`src/rtl/i2cl_pkg.sv`:
```
package i2cl_pkg;

  typedef enum logic [1:0] {
    OP_START = 2'd0,
    OP_STOP  = 2'd1,
    OP_WRITE = 2'd2,
    OP_READ  = 2'd3
  } op_e;

  typedef enum logic [3:0] {
    S_IDLE,    // bus free, both lines released
    S_HOLD,    // bus owned, SCL low
    S_RS_A,    // repeated start: release SDA, SCL low
    S_RS_B,    // repeated start: release SCL
    S_ST_A,    // start: SDA low, SCL released
    S_ST_B,    // start: SCL low
    S_SP_A,    // stop: SDA low, SCL low
    S_SP_B,    // stop: SCL released
    S_SP_C,    // stop: SDA released
    S_BIT_LO,  // bit cell, clock low half
    S_BIT_HI   // bit cell, clock released half
  } st_e;

endpackage

```
`src/rtl/i2cl_half_timer.sv`:
```
module i2cl_half_timer #(
  parameter int HALF_CYC = 4
) (
  input  logic clk,
  input  logic rst_n,
  input  logic run_i,
  output logic tick_o
);
  localparam int CW = $clog2(HALF_CYC + 1);

  logic [CW-1:0] cnt_q;

  assign tick_o = run_i && (cnt_q == CW'(HALF_CYC - 1));

  always_ff @(posedge clk or negedge rst_n) begin
    if (!rst_n) begin
      cnt_q <= '0;
    end else if (!run_i || tick_o) begin
      cnt_q <= '0;
    end else begin
      cnt_q <= cnt_q + 1'b1;
    end
  end

  AST_CNT_IN_RANGE: assert property (@(posedge clk) disable iff (!rst_n)
    (cnt_q < CW'(HALF_CYC)));

  AST_IDLE_COUNT_ZERO: assert property (@(posedge clk) disable iff (!rst_n)
    (!run_i) |=> (cnt_q == '0));

endmodule

```
`src/rtl/i2cl_shifter.sv`:
```
module i2cl_shifter #(
  parameter int DW = 8
) (
  input  logic          clk,
  input  logic          rst_n,
  input  logic          load_i,
  input  logic [DW-1:0] load_val_i,
  input  logic          shift_i,
  input  logic          sin_i,
  output logic [DW-1:0] data_o,
  output logic          nxt_msb_o
);
  logic [DW-1:0] sr_q;

  always_ff @(posedge clk or negedge rst_n) begin
    if (!rst_n) begin
      sr_q <= '0;
    end else if (load_i) begin
      sr_q <= load_val_i;
    end else if (shift_i) begin
      sr_q <= {sr_q[DW-2:0], sin_i};
    end
  end

  assign data_o    = sr_q;
  assign nxt_msb_o = sr_q[DW-2];

  AST_SHIFT_MOVES: assert property (@(posedge clk) disable iff (!rst_n)
    (shift_i && !load_i) |=> (sr_q[DW-1:1] == $past(sr_q[DW-2:0])));

endmodule

```
`src/rtl/i2cl_rx_port.sv`:
```
module i2cl_rx_port #(
  parameter int DW = 8
) (
  input  logic          clk,
  input  logic          rst_n,
  input  logic          push_i,
  input  logic [DW-1:0] push_data_i,
  input  logic          ready_i,
  input  logic          clr_i,
  output logic          valid_o,
  output logic [DW-1:0] data_o,
  output logic          ovr_o
);
  logic          valid_q;
  logic [DW-1:0] data_q;
  logic          ovr_q;

  always_ff @(posedge clk or negedge rst_n) begin
    if (!rst_n) begin
      valid_q <= 1'b0;
      data_q  <= '0;
    end else if (push_i) begin
      valid_q <= 1'b1;
      data_q  <= push_data_i;
    end else if (valid_q && ready_i) begin
      valid_q <= 1'b0;
    end
  end

  always_ff @(posedge clk or negedge rst_n) begin
    if (!rst_n) begin
      ovr_q <= 1'b0;
    end else if (push_i && valid_q && !ready_i) begin
      ovr_q <= 1'b1;
    end else if (clr_i) begin
      ovr_q <= 1'b0;
    end
  end

  assign valid_o = valid_q;
  assign data_o  = data_q;
  assign ovr_o   = ovr_q;

  AST_RX_HELD: assert property (@(posedge clk) disable iff (!rst_n)
    (valid_q && !ready_i && !push_i) |=> (valid_q && $stable(data_q)));

  AST_OVR_STICKY: assert property (@(posedge clk) disable iff (!rst_n)
    (ovr_q && !clr_i) |=> ovr_q);

  AST_OVR_CLEARS: assert property (@(posedge clk) disable iff (!rst_n)
    (clr_i && !push_i) |=> !ovr_q);

endmodule

```
`src/rtl/i2cl_seq.sv`:
```
module i2cl_seq
  import i2cl_pkg::*;
#(
  parameter int DW = 8
) (
  input  logic          clk,
  input  logic          rst_n,
  input  logic          cmd_valid_i,
  output logic          cmd_ready_o,
  input  logic [1:0]    cmd_op_i,
  input  logic [DW-1:0] cmd_data_i,
  input  logic          cmd_ack_i,
  input  logic          tick_i,
  output logic          run_o,
  output logic          ld_o,
  output logic [DW-1:0] ld_val_o,
  output logic          shf_o,
  input  logic          nxt_msb_i,
  output logic          push_o,
  input  logic          sda_i,
  input  logic          err_clr_i,
  output logic          ack_err_o,
  output logic          done_o,
  output logic          scl_low_o,
  output logic          sda_low_o
);
  localparam int BW = $clog2(DW + 1);

  st_e           state_q, state_d;
  logic          sda_q, sda_d;
  logic [BW-1:0] bit_q, bit_d;
  logic          ackdrv_q, ackdrv_d;
  logic          rd_q, rd_d;
  logic          done_q, done_d;
  logic          ackerr_q, ackerr_set;
  logic          cmd_fire;
  op_e           op;

  assign op          = op_e'(cmd_op_i);
  assign cmd_ready_o = (state_q == S_IDLE) || (state_q == S_HOLD);
  assign cmd_fire    = cmd_valid_i && cmd_ready_o;
  assign run_o       = !cmd_ready_o;
  assign ld_val_o    = cmd_data_i;

  always_comb begin
    state_d    = state_q;
    sda_d      = sda_q;
    bit_d      = bit_q;
    ackdrv_d   = ackdrv_q;
    rd_d       = rd_q;
    done_d     = 1'b0;
    ld_o       = 1'b0;
    shf_o      = 1'b0;
    push_o     = 1'b0;
    ackerr_set = 1'b0;
    unique case (state_q)
      S_IDLE: begin
        if (cmd_fire && op == OP_START) begin
          state_d = S_ST_A;
          sda_d   = 1'b1;
        end
      end
      S_HOLD: begin
        if (cmd_fire) begin
          unique case (op)
            OP_START: begin
              state_d = S_RS_A;
              sda_d   = 1'b0;
            end
            OP_STOP: begin
              state_d = S_SP_A;
              sda_d   = 1'b1;
            end
            default: begin
              state_d  = S_BIT_LO;
              ld_o     = 1'b1;
              bit_d    = '0;
              rd_d     = (op == OP_READ);
              ackdrv_d = (op == OP_READ) && cmd_ack_i;
              sda_d    = (op == OP_WRITE) ? ~cmd_data_i[DW-1] : 1'b0;
            end
          endcase
        end
      end
      S_RS_A: if (tick_i) begin state_d = S_RS_B; sda_d = 1'b0; end
      S_RS_B: if (tick_i) begin state_d = S_ST_A; sda_d = 1'b1; end
      S_ST_A: if (tick_i) state_d = S_ST_B;
      S_ST_B: if (tick_i) state_d = S_HOLD;
      S_SP_A: if (tick_i) begin state_d = S_SP_B; sda_d = 1'b1; end
      S_SP_B: if (tick_i) begin state_d = S_SP_C; sda_d = 1'b0; end
      S_SP_C: if (tick_i) state_d = S_IDLE;
      S_BIT_LO: if (tick_i) state_d = S_BIT_HI;
      S_BIT_HI: begin
        if (tick_i) begin
          if (bit_q == BW'(DW)) begin
            state_d = S_HOLD;
            done_d  = 1'b1;
            push_o  = rd_q;
            ackerr_set = !rd_q && sda_i;
          end else begin
            shf_o   = 1'b1;
            bit_d   = bit_q + 1'b1;
            state_d = S_BIT_LO;
            if (bit_q == BW'(DW - 1)) begin
              sda_d = ackdrv_q;
            end else begin
              sda_d = rd_q ? 1'b0 : ~nxt_msb_i;
            end
          end
        end
      end
      default: begin
        state_d = S_IDLE;
        sda_d   = 1'b0;
      end
    endcase
  end

  always_ff @(posedge clk or negedge rst_n) begin
    if (!rst_n) begin
      state_q  <= S_IDLE;
      sda_q    <= 1'b0;
      bit_q    <= '0;
      ackdrv_q <= 1'b0;
      rd_q     <= 1'b0;
      done_q   <= 1'b0;
    end else begin
      state_q  <= state_d;
      sda_q    <= sda_d;
      bit_q    <= bit_d;
      ackdrv_q <= ackdrv_d;
      rd_q     <= rd_d;
      done_q   <= done_d;
    end
  end

  always_ff @(posedge clk or negedge rst_n) begin
    if (!rst_n) begin
      ackerr_q <= 1'b0;
    end else if (ackerr_set) begin
      ackerr_q <= 1'b1;
    end else if (err_clr_i) begin
      ackerr_q <= 1'b0;
    end
  end

  assign scl_low_o = (state_q == S_ST_B) || (state_q == S_HOLD) ||
                     (state_q == S_RS_A) || (state_q == S_SP_A) ||
                     (state_q == S_BIT_LO);
  assign sda_low_o = sda_q;
  assign done_o    = done_q;
  assign ack_err_o = ackerr_q;

  AST_SDA_STEADY_HIGH: assert property (@(posedge clk) disable iff (!rst_n)
    (state_q == S_BIT_HI) |-> $stable(sda_q));

  AST_DONE_PULSE: assert property (@(posedge clk) disable iff (!rst_n)
    done_q |=> !done_q);

  AST_DONE_LEAVES_HOLD: assert property (@(posedge clk) disable iff (!rst_n)
    done_q |-> (scl_low_o && cmd_ready_o));

  AST_ACKERR_STICKY: assert property (@(posedge clk) disable iff (!rst_n)
    (ackerr_q && !err_clr_i) |=> ackerr_q);

  AST_XFER_STARTS_LOW: assert property (@(posedge clk) disable iff (!rst_n)
    (cmd_fire && state_q == S_HOLD && (op == OP_WRITE || op == OP_READ))
      |=> (scl_low_o && !cmd_ready_o));

  AST_IDLE_IGNORES: assert property (@(posedge clk) disable iff (!rst_n)
    (cmd_fire && state_q == S_IDLE && op != OP_START)
      |=> (!scl_low_o && !sda_low_o && !done_q));

endmodule

```
`src/rtl/i2c_lite_master.sv`:
```
module i2c_lite_master #(
  parameter int HALF_CYC = 4,
  parameter int DW       = 8
) (
  input  logic          clk,
  input  logic          rst_n,
  input  logic          cmd_valid_i,
  output logic          cmd_ready_o,
  input  logic [1:0]    cmd_op_i,
  input  logic [DW-1:0] cmd_data_i,
  input  logic          cmd_ack_i,
  output logic          rx_valid_o,
  input  logic          rx_ready_i,
  output logic [DW-1:0] rx_data_o,
  input  logic          err_clr_i,
  output logic          ack_err_o,
  output logic          ovr_err_o,
  output logic          xfer_done_o,
  output logic          scl_low_o,
  output logic          sda_low_o,
  input  logic          sda_i
);
  logic          run, tick;
  logic          ld, shf, push, nxt_msb;
  logic [DW-1:0] ld_val, sr_data;

  i2cl_half_timer #(.HALF_CYC(HALF_CYC)) u_timer (
    .clk    (clk),
    .rst_n  (rst_n),
    .run_i  (run),
    .tick_o (tick)
  );

  i2cl_shifter #(.DW(DW)) u_shift (
    .clk        (clk),
    .rst_n      (rst_n),
    .load_i     (ld),
    .load_val_i (ld_val),
    .shift_i    (shf),
    .sin_i      (sda_i),
    .data_o     (sr_data),
    .nxt_msb_o  (nxt_msb)
  );

  i2cl_seq #(.DW(DW)) u_seq (
    .clk         (clk),
    .rst_n       (rst_n),
    .cmd_valid_i (cmd_valid_i),
    .cmd_ready_o (cmd_ready_o),
    .cmd_op_i    (cmd_op_i),
    .cmd_data_i  (cmd_data_i),
    .cmd_ack_i   (cmd_ack_i),
    .tick_i      (tick),
    .run_o       (run),
    .ld_o        (ld),
    .ld_val_o    (ld_val),
    .shf_o       (shf),
    .nxt_msb_i   (nxt_msb),
    .push_o      (push),
    .sda_i       (sda_i),
    .err_clr_i   (err_clr_i),
    .ack_err_o   (ack_err_o),
    .done_o      (xfer_done_o),
    .scl_low_o   (scl_low_o),
    .sda_low_o   (sda_low_o)
  );

  i2cl_rx_port #(.DW(DW)) u_rx (
    .clk         (clk),
    .rst_n       (rst_n),
    .push_i      (push),
    .push_data_i (sr_data),
    .ready_i     (rx_ready_i),
    .clr_i       (err_clr_i),
    .valid_o     (rx_valid_o),
    .data_o      (rx_data_o),
    .ovr_o       (ovr_err_o)
  );

endmodule

```
`config.mk`:
```
export PLATFORM = sky130hd
export DESIGN_NAME = i2c_lite_master
export DESIGN_NICKNAME = d
export VERILOG_FILES = /design/src/rtl/i2cl_pkg.sv /design/src/rtl/i2cl_half_timer.sv /design/src/rtl/i2cl_shifter.sv /design/src/rtl/i2cl_rx_port.sv /design/src/rtl/i2cl_seq.sv /design/src/rtl/i2c_lite_master.sv
export SDC_FILE = /design/constraint.sdc
export NUM_CORES = 1
export LEC_CHECK = 0
export ABC_AREA = 1
export BUFFER_PORTS_ARGS = -buffer_cell sky130_fd_sc_hd__buf_2
export CORE_MARGIN = 3
export CORE_UTILIZATION = 50
export CTS_CLUSTER_SIZE = 14
export DETAILED_ROUTE_END_ITERATION = 16
export PLACE_DENSITY = 0.83
export SLEW_MARGIN = 20
export SYNTH_ARGS = -nofsm -noshare
export SYNTH_HDL_FRONTEND = slang
export SYNTH_SLANG_ARGS = --single-unit
```
`constraint.sdc`:
```
create_clock -name clk -period 2.9 [get_ports clk]
set_input_delay 0.29 -clock clk [delete_from_list [all_inputs] [get_ports clk]]
set_output_delay 0.29 -clock clk [all_outputs]
set_load 0.01 [all_outputs]
```
Word level (Yosys, flattened, before mapping)
Index checks and enable logic that the tools add are counted.
{ "op_classes": {"muxes": 53, "n_bitwise": 4, "add_sub_neg": 2, "reduce_logical": 32, "n_eq_ne": 31} }
{ "ops": {"columns": ["op", "n"], "rows": [
  ["4-bit 2-to-1 mux", 16],
  ["4-bit case mux with 11 select lines", 1],
  ["1-bit 2-to-1 mux", 29],
  ["2-bit inequality test, second input constant", 12],
  ["4-bit by 3-bit == test with 1-bit output, second input constant", 5],
  ["4-bit == test, second input constant", 4],
  ["8-bit 2-to-1 mux", 2],
  ["4-bit case mux with 2 select lines", 2],
  ["11-bit AND reduction", 1],
  ["2-bit nonzero test", 5],
  ["4-bit by 2-bit == test with 1-bit output, second input constant", 2],
  ["1-bit logical AND", 8],
  ["7-bit AND reduction", 1],
  ["1-bit logical OR", 6],
  ["2-bit by 1-bit inequality test with 1-bit output, second input constant", 3],
  ["1-bit case mux with 6 select lines", 1],
  ["2-bit OR reduction", 3],
  ["5-bit AND reduction", 1],
  ["4-bit by 1-bit adder with 4-bit output, second input constant", 1],
  ["2-bit == test, second input constant", 2],
  ["4-bit by 1-bit == test with 1-bit output, second input constant", 1],
  ["4-bit logical NOT", 1],
  ["1-bit inverter", 4],
  ["4-bit OR reduction", 1],
  ["8 further kinds", 10]
]} }
{ "word_totals": {"reg_bits": 34, "inputBits": 17, "output_inout_bits": 15, "elab_cells": 134} }

Depth between registers and ports, before layout
Gate-level depths: netlist of the first run.
{ "logic_depth": {"word_depth": 9, "ltp_mapped": 10, "ltp_nobuf": 10} }

By module
From an unflattened synthesis of the first run, not the netlist that was laid out.
{ "hier_totals": {"hier_cells": 271, "area_unflattened_um2": 1979.4} }
{ "modules_own_cells": {"columns": ["module", "cells_per_inst", "area_each_um2", "instances", "seq_area_each_um2"], "rows": [
  ["i2cl_seq", 169, 1078.5, 1, 325.3],
  ["i2cl_rx_port", 43, 382.9, 1, 250.2],
  ["i2cl_shifter", 45, 381.6, 1, 200.2],
  ["i2cl_half_timer", 14, 136.4, 1, 75.1]
]} }

Worst setup path after synthesis of the first run
Ideal clock, no wire load.
{ "synth_timing": {"path_type": "reg2reg", "startpoint": "register u_seq.bit_q[0]", "endpoint": "register u_rx.data_q[0] (netlist: u_rx.data_o[0])", "period_less_slack_ns": 1.436, "path_slack_ns": 1.464, "path_buffers": 1, "arrival_time_ns": 1.319, "setup_time_ns": 0.117, "path_stages_with_launch": 11, "required_time_ns": 2.783, "cell_sequence": "dfrtp_1 -> inv_1 -> ha_1 -> nand3_1 -> inv_1 -> nand2_4 -> nor2_8 -> nand2_4 -> buf_6 -> nand2_1 -> nand2_1"} }
{ "synth_between": {"elab_chain_len": 4} }
{ "synth_rtl": {"columns": ["item", "line", "text"], "rows": [
  ["from (decl)", "i2cl_seq.sv:31", "logic [BW-1:0] bit_q, bit_d;"],
  ["from (signal assigned)", "i2cl_seq.sv:130", "bit_q <= bit_d;"],
  ["4-bit == test", "i2cl_seq.sv:95", "if (bit_q == BW'(DW)) begin"],
  ["1-bit 2-to-1 mux", "i2cl_seq.sv:95", null],
  ["1-bit 2-to-1 mux", "i2cl_seq.sv:94", "if (tick_i) begin"],
  ["1-bit 2-to-1 mux", "i2cl_seq.sv:56", "unique case (state_q)"],
  ["to (signal assigned)", "i2cl_rx_port.sv:24", "data_q <= push_data_i;"],
  ["to (decl)", "i2cl_rx_port.sv:15", "logic [DW-1:0] data_q;"]
]} }
No other way between the ends.
A chain may end at the register's enable or synchronous reset.

Worst setup path in the final report of the first run
{ "layout_timing": {"startpoint": "register u_seq.state_q[1]", "endpoint": "output port scl_low_o"} }
{ "layout_between": {"elab_chain_len": 5, "word_cells_on_any_way": 9, "classes_between": "eq/ne: 5; reduce/logical: 4"} }
{ "layout_rtl": {"columns": ["item", "line", "text"], "rows": [
  ["from (decl)", "i2cl_seq.sv:29", "st_e state_q, state_d;"],
  ["from (signal assigned)", "i2cl_seq.sv:128", "state_q <= state_d;"],
  ["4-bit by 3-bit == test with 1-bit output or 4-bit by 1-bit == test with 1-bit output (tied branches)", "i2cl_seq.sv:147", "assign scl_low_o = (state_q == S_ST_B) || (state_q == S_HOLD) ||"],
  ["1-bit logical OR (2 in series)", "i2cl_seq.sv:147", null],
  ["1-bit logical OR", "i2cl_seq.sv:148", "(state_q == S_RS_A) || (state_q == S_SP_A) ||"],
  ["1-bit logical OR *", "i2cl_seq.sv:148", null],
  ["to (decl)", "i2c_lite_master.sv:19", "output logic scl_low_o,"]
]} }
Every way passes the cells marked *; elsewhere a longest branch is shown, timed or not.

==> metrics.txt, run 1 <==
GRT Total Usage=a little under a fifth; Die ar.=between 0.004 and 0.005 mm²; routing usage on met1=about a quarter; Yosys top cell area share=a little under half; sw frac=between 30% and 40%; clock share of power=between 20 and 30%; Hold Path Class=in2async; GR met3 Demand/Resource=between 4 and 5%; Slew Limit Fails=0; worst-path fanout max=6; GR Overflow Total=0; Final ANT Viol Nets=0; Setup CP Type=reg2out; largest net degree at the start of global routing=35; register bit total from synthesis=34; RSZ-0062 raised after global routing=no; Max clock buf depth=2; Site Rows=21; Post-Syn Nets=roughly 250; CP Data Required Time=2.61 ns; CTS Root Cell=clkbuf_4; Max Freq=roughly 550 MHz; Worst-Skew Late Latency=0.34 ns; Synth Area per Inst=approximately 8 µm²; Ys Warns=0; layout overhead on the synthesized area=16.25%; die span in y=66.28 µm; register share of total power=between 40% and 50%; total iterations of the first detailed-routing run=4; Max stage delay cell, worst path=dfrtp_1; RD Place Congestion=between 0.9 and 1; Worst Setup Start Kind=register; Synth area leaders=dfrtp_1 (47%), nand2_1 (14%), nand3_1 (9.9%), inv_1 (5.8%), o21ai_0 (4.4%); final net count=approximately 280; vias after detailed routing=about 1500; post-route cell area=0.002112 mm²; pre-CTS setup slack=between 1 and 1.5 ns; post-CTS setup buffer count=0; Psw=around 0.65 mW; CTS H-tree lvls=2; maxcap violations=0; worst setup margin=roughly 1.1 ns; busiest grt layer=met2; Die Span X=approximately 66 µm; Initial Utilization=53.19%; Int Power=around 1.1 mW; Yosys cell types=26; vias in the first global route=1441; io pins=32; core area=0.003416 mm²; CTS tree=built; Post-Route WL=about 3600 µm; Final Power=approximately 1.7 mW; hpwl dp=between 2000 and 3000 µm; pwr/cell area=806.5 mW/mm²; slowest cell delay on critical path=0.46 ns; clk slew on worst S/H paths=0.11 ns; initial drt markers=approximately 120; cells along the critical path=o21ai_0 > o21ai_0 > inv_1 > buf_2; initial antenna violation count=0; crit path DAT=1.53 ns; endpoints failing setup=0; CTS buffer count=5; residual DRC count=0; Vias/cell=slightly below 5; combinational power share=between 30% and 40%; failing checks=negative hold slack; Post-synth EDFFs=0; IO Port Bufs=31; proportion of layout cells with a drive suffix above 1=a little over a fifth; first-pass GRT wire length=a little over 6000 µm; Least-Margin Pin Slew=approximately 0.73 ns; met2 global-route usage=roughly 29%; Min Hold Slack=-0.007080 ns; WL per Instance=approximately 12 µm; VDD IR max=around 0.56 mV; CTS hold repair buffers=0; CP most frequent cell=o21ai_0; Placed Area=between 0.002 and 0.0025 mm²; Worst Setup End Kind=output pin; setup TNS=0 ns; # clock sinks=34; Synth async-reset ratio=100.0%; Leak=roughly 1.2 nW; worst rel slew slack=slightly above 50%; Post-CTS Resized=0; Mapped Cells=approximately 230; Period minus WS final=~1.8 ns; skew final=0.01085 ns; # diodes=0; Hold Vio Cnt, Final=23; synthesized area=between 0.0015 and 0.002 mm²; Synth top cells by count=nand2_1 (70), nand3_1 (36), dfrtp_1 (34); main flop type after synthesis=dfrtp_1; sequential-to-total area share from yosys stat=46.83%; area leader, netlist=dfrtp_1; period utilization=between 60% and 70%; most frequent cell after synthesis=nand2_1; status=finished with violations
[cell usage in the layout, fill, tap and decap left out, drive strengths merged]
cell type  instances
clkinv             1
o21ai             18
dfrtp             34
nand4              1
buf               31
inv               31
nand3             37
a21oi              1
nand2             76
ha                 4
xor2               1
nand3b             1
o211ai             1
bufinv             2
clkbuf             5
nor2              16
o22ai              1
[power groups by stage]
stage	Clock [mW]	Combinational [mW]	Sequential (mW)
CTS	0.451	0.573	0.691
global placement	0	0.564	0.703
detailed placement	0	0.569	0.701
floorplan	0	0.458	0.663
global route	0.466	0.668	0.711
finish	0.440	0.571	0.693
[routing by layer]
metal  routed length (µm)  up-vias
met5                    0        -
met4                   53        0
met3                  182        5
met2                 1708       39
met1                 1638      696
li1                     -      787
[kinds of logic (layout without fill, tap and decap cells)]
group / count (synthesis) / after routing / synth area share [%]
flip-flops: 34 / 34 / 46.83
AO/OA/AOI/OAI: 21 / 21 / 7.163
XOR/XNOR: 1 / 1 / 0.4822
buffers and inverters: 34 / 70 / 7.851
AND/OR/NAND/NOR: 131 / 131 / 34.92
adder cells (fa/ha/maj): 4 / 4 / 2.755
[registers in the layout, summed over array words and instances, names as in the netlist]
name             count
u_seq.sda_low_o      1
u_timer.cnt_q        3
u_seq.state_q        4
u_seq.rd_q           1
u_seq.ackdrv_q       1
u_seq.done_o         1
u_seq.ack_err_o      1
u_rx.data_o          8
u_shift.data_o       8
u_rx.valid_o         1
u_rx.ovr_o           1
u_seq.bit_q          4
[worst paths after layout]
path | start | end | slack, ns | cells past startpoint
setup / recovery | u_seq.state_q[1] | scl_low_o | 1.08 | 4
hold / removal | rst_n | u_rx.data_o[4] | -0.007 | 1
setup reg to reg | u_seq.state_q[2] | u_shift.data_o[2] | 1.27 | 8
hold reg to reg | u_timer.cnt_q[0] | u_timer.cnt_q[0] | 0.44 | 1
max in group asynchronous | rst_n | u_seq.bit_q[1] | 2.43 | 1
min in group clk | err_clr_i | u_rx.ovr_o | 0.15 | 2
[worst max-delay path, delay by kind of cell, from the launching register on]
kind | cells | cell delay, ns
compound gates | 2 | 0.54
buf+inv | 2 | 0.19
flops | 1 | 0.46
[final cells by class]
class | instances | area (µm²)
Timing Repair Buffer | 31 | 155.1
Fill cell | 291 | 1304
Tap cell | 46 | 57.56
Clock buffer | 5 | 37.54
Multi-Input combinational cell | 157 | 823.3
Inverter | 31 | 118.9
Clock inverter | 3 | 68.82
Sequential cell | 34 | 850.8
[metrics by stage]
stage                     instances  utilization [%]
final                           307            61.83
after global routing            307            61.83
after CTS                       307            61.83
after detailed placement        299            58.72
after global placement          299            58.72
after floorplan                 225                -
Power figures use the tool's default switching activity.
==> run 2: changes to the inputs <==
--- a/config.mk
+++ b/config.mk
@@ -11,7 +11,7 @@
 export CORE_UTILIZATION = 50
 export CTS_CLUSTER_SIZE = 14
 export DETAILED_ROUTE_END_ITERATION = 16
-export PLACE_DENSITY = 0.83
+export PLACE_DENSITY = 0.85
 export SLEW_MARGIN = 20
 export SYNTH_ARGS = -nofsm -noshare
 export SYNTH_HDL_FRONTEND = slang
==> constraint.sdc (replaced) <==
create_clock -name clk -period 1.57 [get_ports clk]
set_input_delay 0.157 -clock clk [delete_from_list [all_inputs] [get_ports clk]]
set_output_delay 0.157 -clock clk [all_outputs]
set_load 0.01 [all_outputs]
==> run 2 against run 1 <==
Against the previous run: the run now ends clean; clock skew shrank 0.0029 ns; die area unchanged; combinational power up 120%; flip-flop and latch count did not move; count of clock-buffer cells in the layout grew 1; register-to-register slack worse by 1.2 ns; global-route usage rose by 1.7 points; sequential share of layout area shrank 2.0 points; hold slack better by 0.011 ns; clock power is 20% higher; sequential power grew 86%; core utilization up 3.4 points; critical path type unchanged; highest routed layer unchanged.
==> metrics.txt, run 2 (synthesis results as in run 1) <==
slowest cell delay on critical path=0.47 ns (was 0.46 ns); commonest non-fill, non-tap cell in the layout=nand2_1 (unchanged); post-placement cell count=304 (was 299); Leak=1.273 nW (was 1.224 nW); worst-path fanout max=4 (was 6); clk slew on worst S/H paths=0.11 ns (about the same); CTS tree=built (unchanged); worst rel slew slack=71.88% (was 51.34%); Initial Utilization=53.19% (unchanged); Worst Setup End Kind=output pin (unchanged); Setup CP Type=reg2out (unchanged); vias in the first global route=1503 (was 1441); Max Freq=roughly 670 MHz; initial antenna violation count=0 (unchanged); first-pass GRT wire length=6727 µm (was 6210 µm); GR Overflow Total=0 (unchanged); GRT Total Usage=20.32% (was 18.62%); skew final=0.007929 ns (was 0.01085 ns); layout overhead on the synthesized area=22.73% (was 16.25%); CP Data Required Time=1.41 ns (was 2.61 ns); Post-Route WL=4094 µm (was 3582 µm); endpoints failing setup=0 (unchanged); Site Rows=21 (unchanged); crit path DAT=1.34 ns (was 1.53 ns); RD Place Congestion=0.9262 (was 0.9202); Hold Path Class=in2reg (was in2async); CP Buf/Inv Count=4 (was 2); setup slack, reg-to-reg=0.09 ns (was 1.27 ns); CTS H-tree lvls=2 (unchanged); total iterations of the first detailed-routing run=4 (unchanged); maxcap violations=0 (unchanged); status=finished clean (was finished with violations); Max stage delay cell, worst path=dfrtp_1 (unchanged); crit-path leading delay family=flip-flops (was compound AO/OA/AOI/OAI gates); largest net degree at the start of global routing=19 (was 35); pwr/cell area=1372 mW/mm² (was 806.5 mW/mm²); die span in y=66.28 µm (unchanged); final net count=294 (was 281); cells along the critical path=inv_2 > nand2_4 > inv_1 > o21ai_2 > inv_1 > buf_2 (was o21ai_0 > o21ai_0 > inv_1 > buf_2); Worst Setup Start Kind=register (unchanged); Placed Area=0.002056 mm² (was 0.002006 mm²); Slew Limit Fails=0 (unchanged); proportion of layout cells with a drive suffix above 1=29.56% (was 21.84%); Vias/cell=5.088 (was 4.974); Min Hold Slack=0.004276 ns (was -0.007080 ns); CTS Root Cell=clkbuf_4 (unchanged); Hold Vio Cnt, Final=0 (was 23); Worst-Skew Late Latency=0.35 ns (was 0.34 ns); hpwl dp=2943 µm (was 2685 µm); # clock sinks=34 (unchanged); Final Non-Filler Cells=320 (was 307); CP most frequent cell=inv_1 (was o21ai_0); VDD IR max=0.8804 mV (was 0.5616 mV); initial drt markers=72 (was 121); CTS buffer count=5 (unchanged); Period minus WS final=~1.5 ns; Least-Margin Pin Slew=0.4218 ns (was 0.7299 ns); most frequent cells in the layout=nand2_1 (66), nand3_1 (35), dfrtp_1 (32) (was nand2_1 (70), nand3_1 (36), dfrtp_1 (34)); Max clock buf depth=2 (unchanged); IO Port Bufs=31 (unchanged); WL per Instance=12.79 µm (was 11.67 µm); Die ar.=0.004393 mm² (unchanged); period utilization=roughly 96%; Die Span X=66.28 µm (unchanged); vias after detailed routing=1628 (was 1527); io pins=32 (unchanged); # diodes=0 (unchanged); post-route cell area=0.002230 mm² (was 0.002112 mm²); Final ANT Viol Nets=0 (unchanged); residual DRC count=0 (unchanged); Final Power=3.059 mW (was 1.703 mW); core area=0.003416 mm² (unchanged)
## run 2: layout make-up
class                           count  area (µm²)
Fill cell                         302        1186
Multi-Input combinational cell    159       878.3
Sequential cell                    34       853.3
Timing Repair Buffer               42       252.7
Inverter                           31       123.9
Tap cell                           46       57.56
Clock buffer                        6       51.30
Clock inverter                      2       12.51
## run 2: timing repair
| action | in CTS | in global routing |
|---|---|---|
| buffers inserted | 3 | 2 |
| endpoints found under the hold margin | 17 | 0 |
| pin swaps | 1 | 5 |
| cloned | 0 | 2 |
| hold buffers | 1 | 0 |
| endpoints found under the setup margin | 8 | 31 |
| gates resized for setup | 5 | 16 |
## run 2: final timing paths
check | end | cells after the start | startpoint
worst max-delay path | scl_low_o | 6 | u_seq.state_q[0]
max in group asynchronous | u_seq.state_q[1] | 3 | rst_n
worst min register to register | u_timer.cnt_q[0] | 1 | u_timer.cnt_q[0]
worst min-delay path | u_seq.ack_err_o | 2 | err_clr_i
min in group asynchronous | u_seq.sda_low_o | 2 | rst_n
worst max register to register | u_seq.sda_low_o | 9 | u_seq.state_q[0]
## run 2: per-layer routing
layer | vias up | global-route usage [%] | share of wire, %
met5 | - | 0 | 0
met4 | 0 | 7.614 | 1.9
li1 | 816 | - | -
met2 | 46 | 32.47 | 50
met3 | 9 | 6.293 | 5.2
met1 | 757 | 25.68 | 43
## run 2: metrics by stage
step                       TNS, ns  setup slack (ns)  utilization [%]
after floorplan                  0            0.1342                -
after global placement           0           0.03591            60.18
after detailed placement  -0.01762          -0.01762            60.18
after CTS                        0          0.004024            63.15
after global routing       -0.1702          -0.02707            65.27
final                            0           0.06972            65.27
## run 2: worst reg2reg max path, cell delays in order, from the launching register on
cell and delay, ns:
dfrtp_1 0.47, inv_2 0.09, nand2_4 0.11, nor2_8 0.06, buf_4 0.15, nand2_1 0.09, nand2_2 0.09, nor2_2 0.21
nand3_1 0.10, nand2_1 0.07
## run 2: where the power goes
group / total (mW) / internal (mW) / switching, mW
sequential: 1.29 / 1.09 / 0.203
clock: 0.528 / 0.215 / 0.313
combinational: 1.24 / 0.447 / 0.792
==> run 3: changes to the inputs <==
--- a/config.mk
+++ b/config.mk
@@ -11,6 +11,7 @@
 export CORE_UTILIZATION = 50
 export CTS_CLUSTER_SIZE = 14
 export DETAILED_ROUTE_END_ITERATION = 16
+export MAX_ROUTING_LAYER = met4
 export PLACE_DENSITY = 0.85
 export SLEW_MARGIN = 20
 export SYNTH_ARGS = -nofsm -noshare
==> run 3 against run 2 <==
Against the previous run: worst setup slack gained 0.00069 ns; critical path depth grew 3; first-iteration DRC count grew 8.3%; combinational power shrank 4%.
==> metrics.txt, run 3 (synthesis results as in run 1) <==
Worst Setup Start Kind=register (unchanged); Period minus WS final=1.500 ns (about the same); RSZ-0062 raised after global routing=yes; DR top layer=met4 (unchanged); most frequent cells in the layout=nand2_1 (69), nand3_1 (35), dfrtp_1 (32) (was nand2_1 (66), nand3_1 (35), dfrtp_1 (32)); # clock sinks=34 (unchanged); Max clock buf depth=2 (unchanged); hpwl dp=2966 µm (was 2943 µm); CTS tree=built (unchanged); largest net degree at the start of global routing=19 (unchanged); clk slew on worst S/H paths=0.10 ns (was 0.11 ns); metal2 WL=1992 µm (was 2036 µm); endpoints failing setup=0 (unchanged); GRT Total Usage=20.13% (was 20.32%); period utilization=95.52% (was 95.56%); Site Rows=21 (unchanged); Vias/cell=5.000 (was 5.088); Hold Path Stages=2 (unchanged); crit path DAT=1.77 ns (was 1.34 ns); Hold Vio Cnt, Final=0 (unchanged); IO Port Bufs=31 (unchanged); pwr/cell area=1364 mW/mm² (was 1372 mW/mm²); total iterations of the first detailed-routing run=4 (unchanged); initial drt markers=78 (was 72); status=finished clean (unchanged); # diodes=0 (unchanged); GR Overflow Total=0 (unchanged); CP Data Required Time=1.84 ns (was 1.41 ns); met3 WL=224 µm (was 212 µm); Worst-Skew Late Latency=0.35 ns (about the same); RD Place Congestion=0.9196 (was 0.9262); Worst Setup End Kind=register (was output pin); Slew Limit Fails=0 (unchanged); residual DRC count=0 (unchanged); R2R depth=9 (unchanged); Die Span X=66.28 µm (unchanged); WL per Instance=12.29 µm (was 12.79 µm); worst-path fanout max=6 (was 4); first-pass GRT wire length=6499 µm (was 6727 µm); commonest non-fill, non-tap cell in the layout=nand2_1 (unchanged); Die ar.=0.004393 mm² (unchanged); Leak=1.270 nW (was 1.273 nW); CP most frequent cell=inv_2 (was inv_1); Least-Margin Pin Slew=0.4253 ns (was 0.4218 ns); vias in the first global route=1478 (was 1503); vias after detailed routing=1605 (was 1628); Final ANT Viol Nets=0 (unchanged); VDD IR max=0.8555 mV (was 0.8804 mV); Post-Route WL=3946 µm (was 4094 µm); CTS H-tree lvls=2 (unchanged); initial antenna violation count=0 (unchanged); Initial Utilization=53.19% (unchanged); slowest cell delay on critical path=0.43 ns (was 0.47 ns); cells along the critical path=inv_2 > ha_1 > nand3_2 > inv_2 > nand2_4 > nor2_8 > buf_4 > nand3_1 > o21ai_0 (was inv_2 > nand2_4 > inv_1 > o21ai_2 > inv_1 > buf_2); skew final=0.01433 ns (was 0.007929 ns); Setup CP Type=reg2reg (was reg2out); CTS buffer count=5 (unchanged); worst rel slew slack=71.65% (was 71.88%); die span in y=66.28 µm (unchanged); CTS Root Cell=clkbuf_4 (unchanged); proportion of layout cells with a drive suffix above 1=28.36% (was 29.56%); post-route cell area=0.002217 mm² (was 0.002230 mm²); io pins=32 (unchanged); setup TNS=0 ns (unchanged); final net count=295 (was 294); layout overhead on the synthesized area=22.04% (was 22.73%); Placed Area=0.002063 mm² (was 0.002056 mm²); maxcap violations=0 (unchanged); Max stage delay cell, worst path=dfrtp_1 (unchanged); core area=0.003416 mm² (unchanged); met1 WL=1656 µm (was 1767 µm); Max Freq=666.8 MHz (was 666.5 MHz); Hold Path Class=in2reg (unchanged)
[run 3: changes by cell type in the layout (fill, tap and decap cells not counted), sizes merged]
cell,previous run,this run
buf,41,44
nor2,17,16
o21ai,19,18
[run 3: worst paths after layout]
path / startpoint / end / slack, ns
hold reg to reg: u_timer.cnt_q[0] / u_timer.cnt_q[0] / 0.45
setup / recovery: u_seq.bit_q[0] / u_seq.ack_err_o / 0.07
min in group asynchronous: rst_n / u_shift.data_o[6] / 0.26
hold / removal: err_clr_i / u_rx.ovr_o / 0.01
max in group asynchronous: rst_n / u_timer.cnt_q[2] / 0.87
setup reg to reg: u_seq.bit_q[0] / u_seq.ack_err_o / 0.07
[run 3: layout make-up]
| cell class | instances | area (µm²) |
|---|---|---|
| clock inverters | 2 | 12.51 |
| inverters | 31 | 118.9 |
| repair buffers | 45 | 275.3 |
| clock buffers | 6 | 51.30 |
| well taps | 46 | 57.56 |
| multi-input cells | 157 | 848.3 |
| flip-flops and latches | 34 | 853.3 |
| fillers | 295 | 1199 |
[run 3: layer usage]
| layer | vias up | track usage (%) |
|---|---|---|
| li1 | 813 | - |
| met1 | 737 | 25.03 |
| met2 | 47 | 31.23 |
| met3 | 8 | 4.252 |
| met4 | 0 | 9.645 |
| met5 | - | - |
[run 3: power by group]
group	internal (mW)	leakage (nW)	switching [mW]
logic	0.451	0.786	0.743
clock network	0.215	0.0343	0.311
registers	1.09	0.449	0.213
total	1.76	1.27	1.27
[run 3: worst max-delay path, delay by kind of cell (launching register included)]
kind                       cells  cell delay (ns)
AOI/OAI and AO/OA              1             0.08
adders and majority gates      1             0.16
buffers and inverters          3             0.32
DFF                            1             0.43
and+or+nand+nor                4             0.41
[run 3: what timing repair did]
action | CTS | global route
setup buffers | 0 | 7
pin swaps | 0 | 2
endpoints found under the hold margin | 17 | 0
setup endpoints to repair | 9 | 24
hold buffers | 1 | 0
resized for setup | 5 | 8
[run 3: stage by stage]
step	utilization (%)	instances	power (mW)	setup slack [ns]	hold slack [ns]
2_1_floorplan	-	225	2.071	0.1342	-0.1386
3_3_place_gp	60.40	305	2.396	0.04149	0.1146
3_5_place_dp	60.40	305	2.428	-0.005232	0.1129
4_1_cts	62.86	314	2.962	0.01499	0.01055
5_1_grt	64.91	321	3.269	-0.03905	0.005114
6_report	64.91	321	3.024	0.07041	0.01212
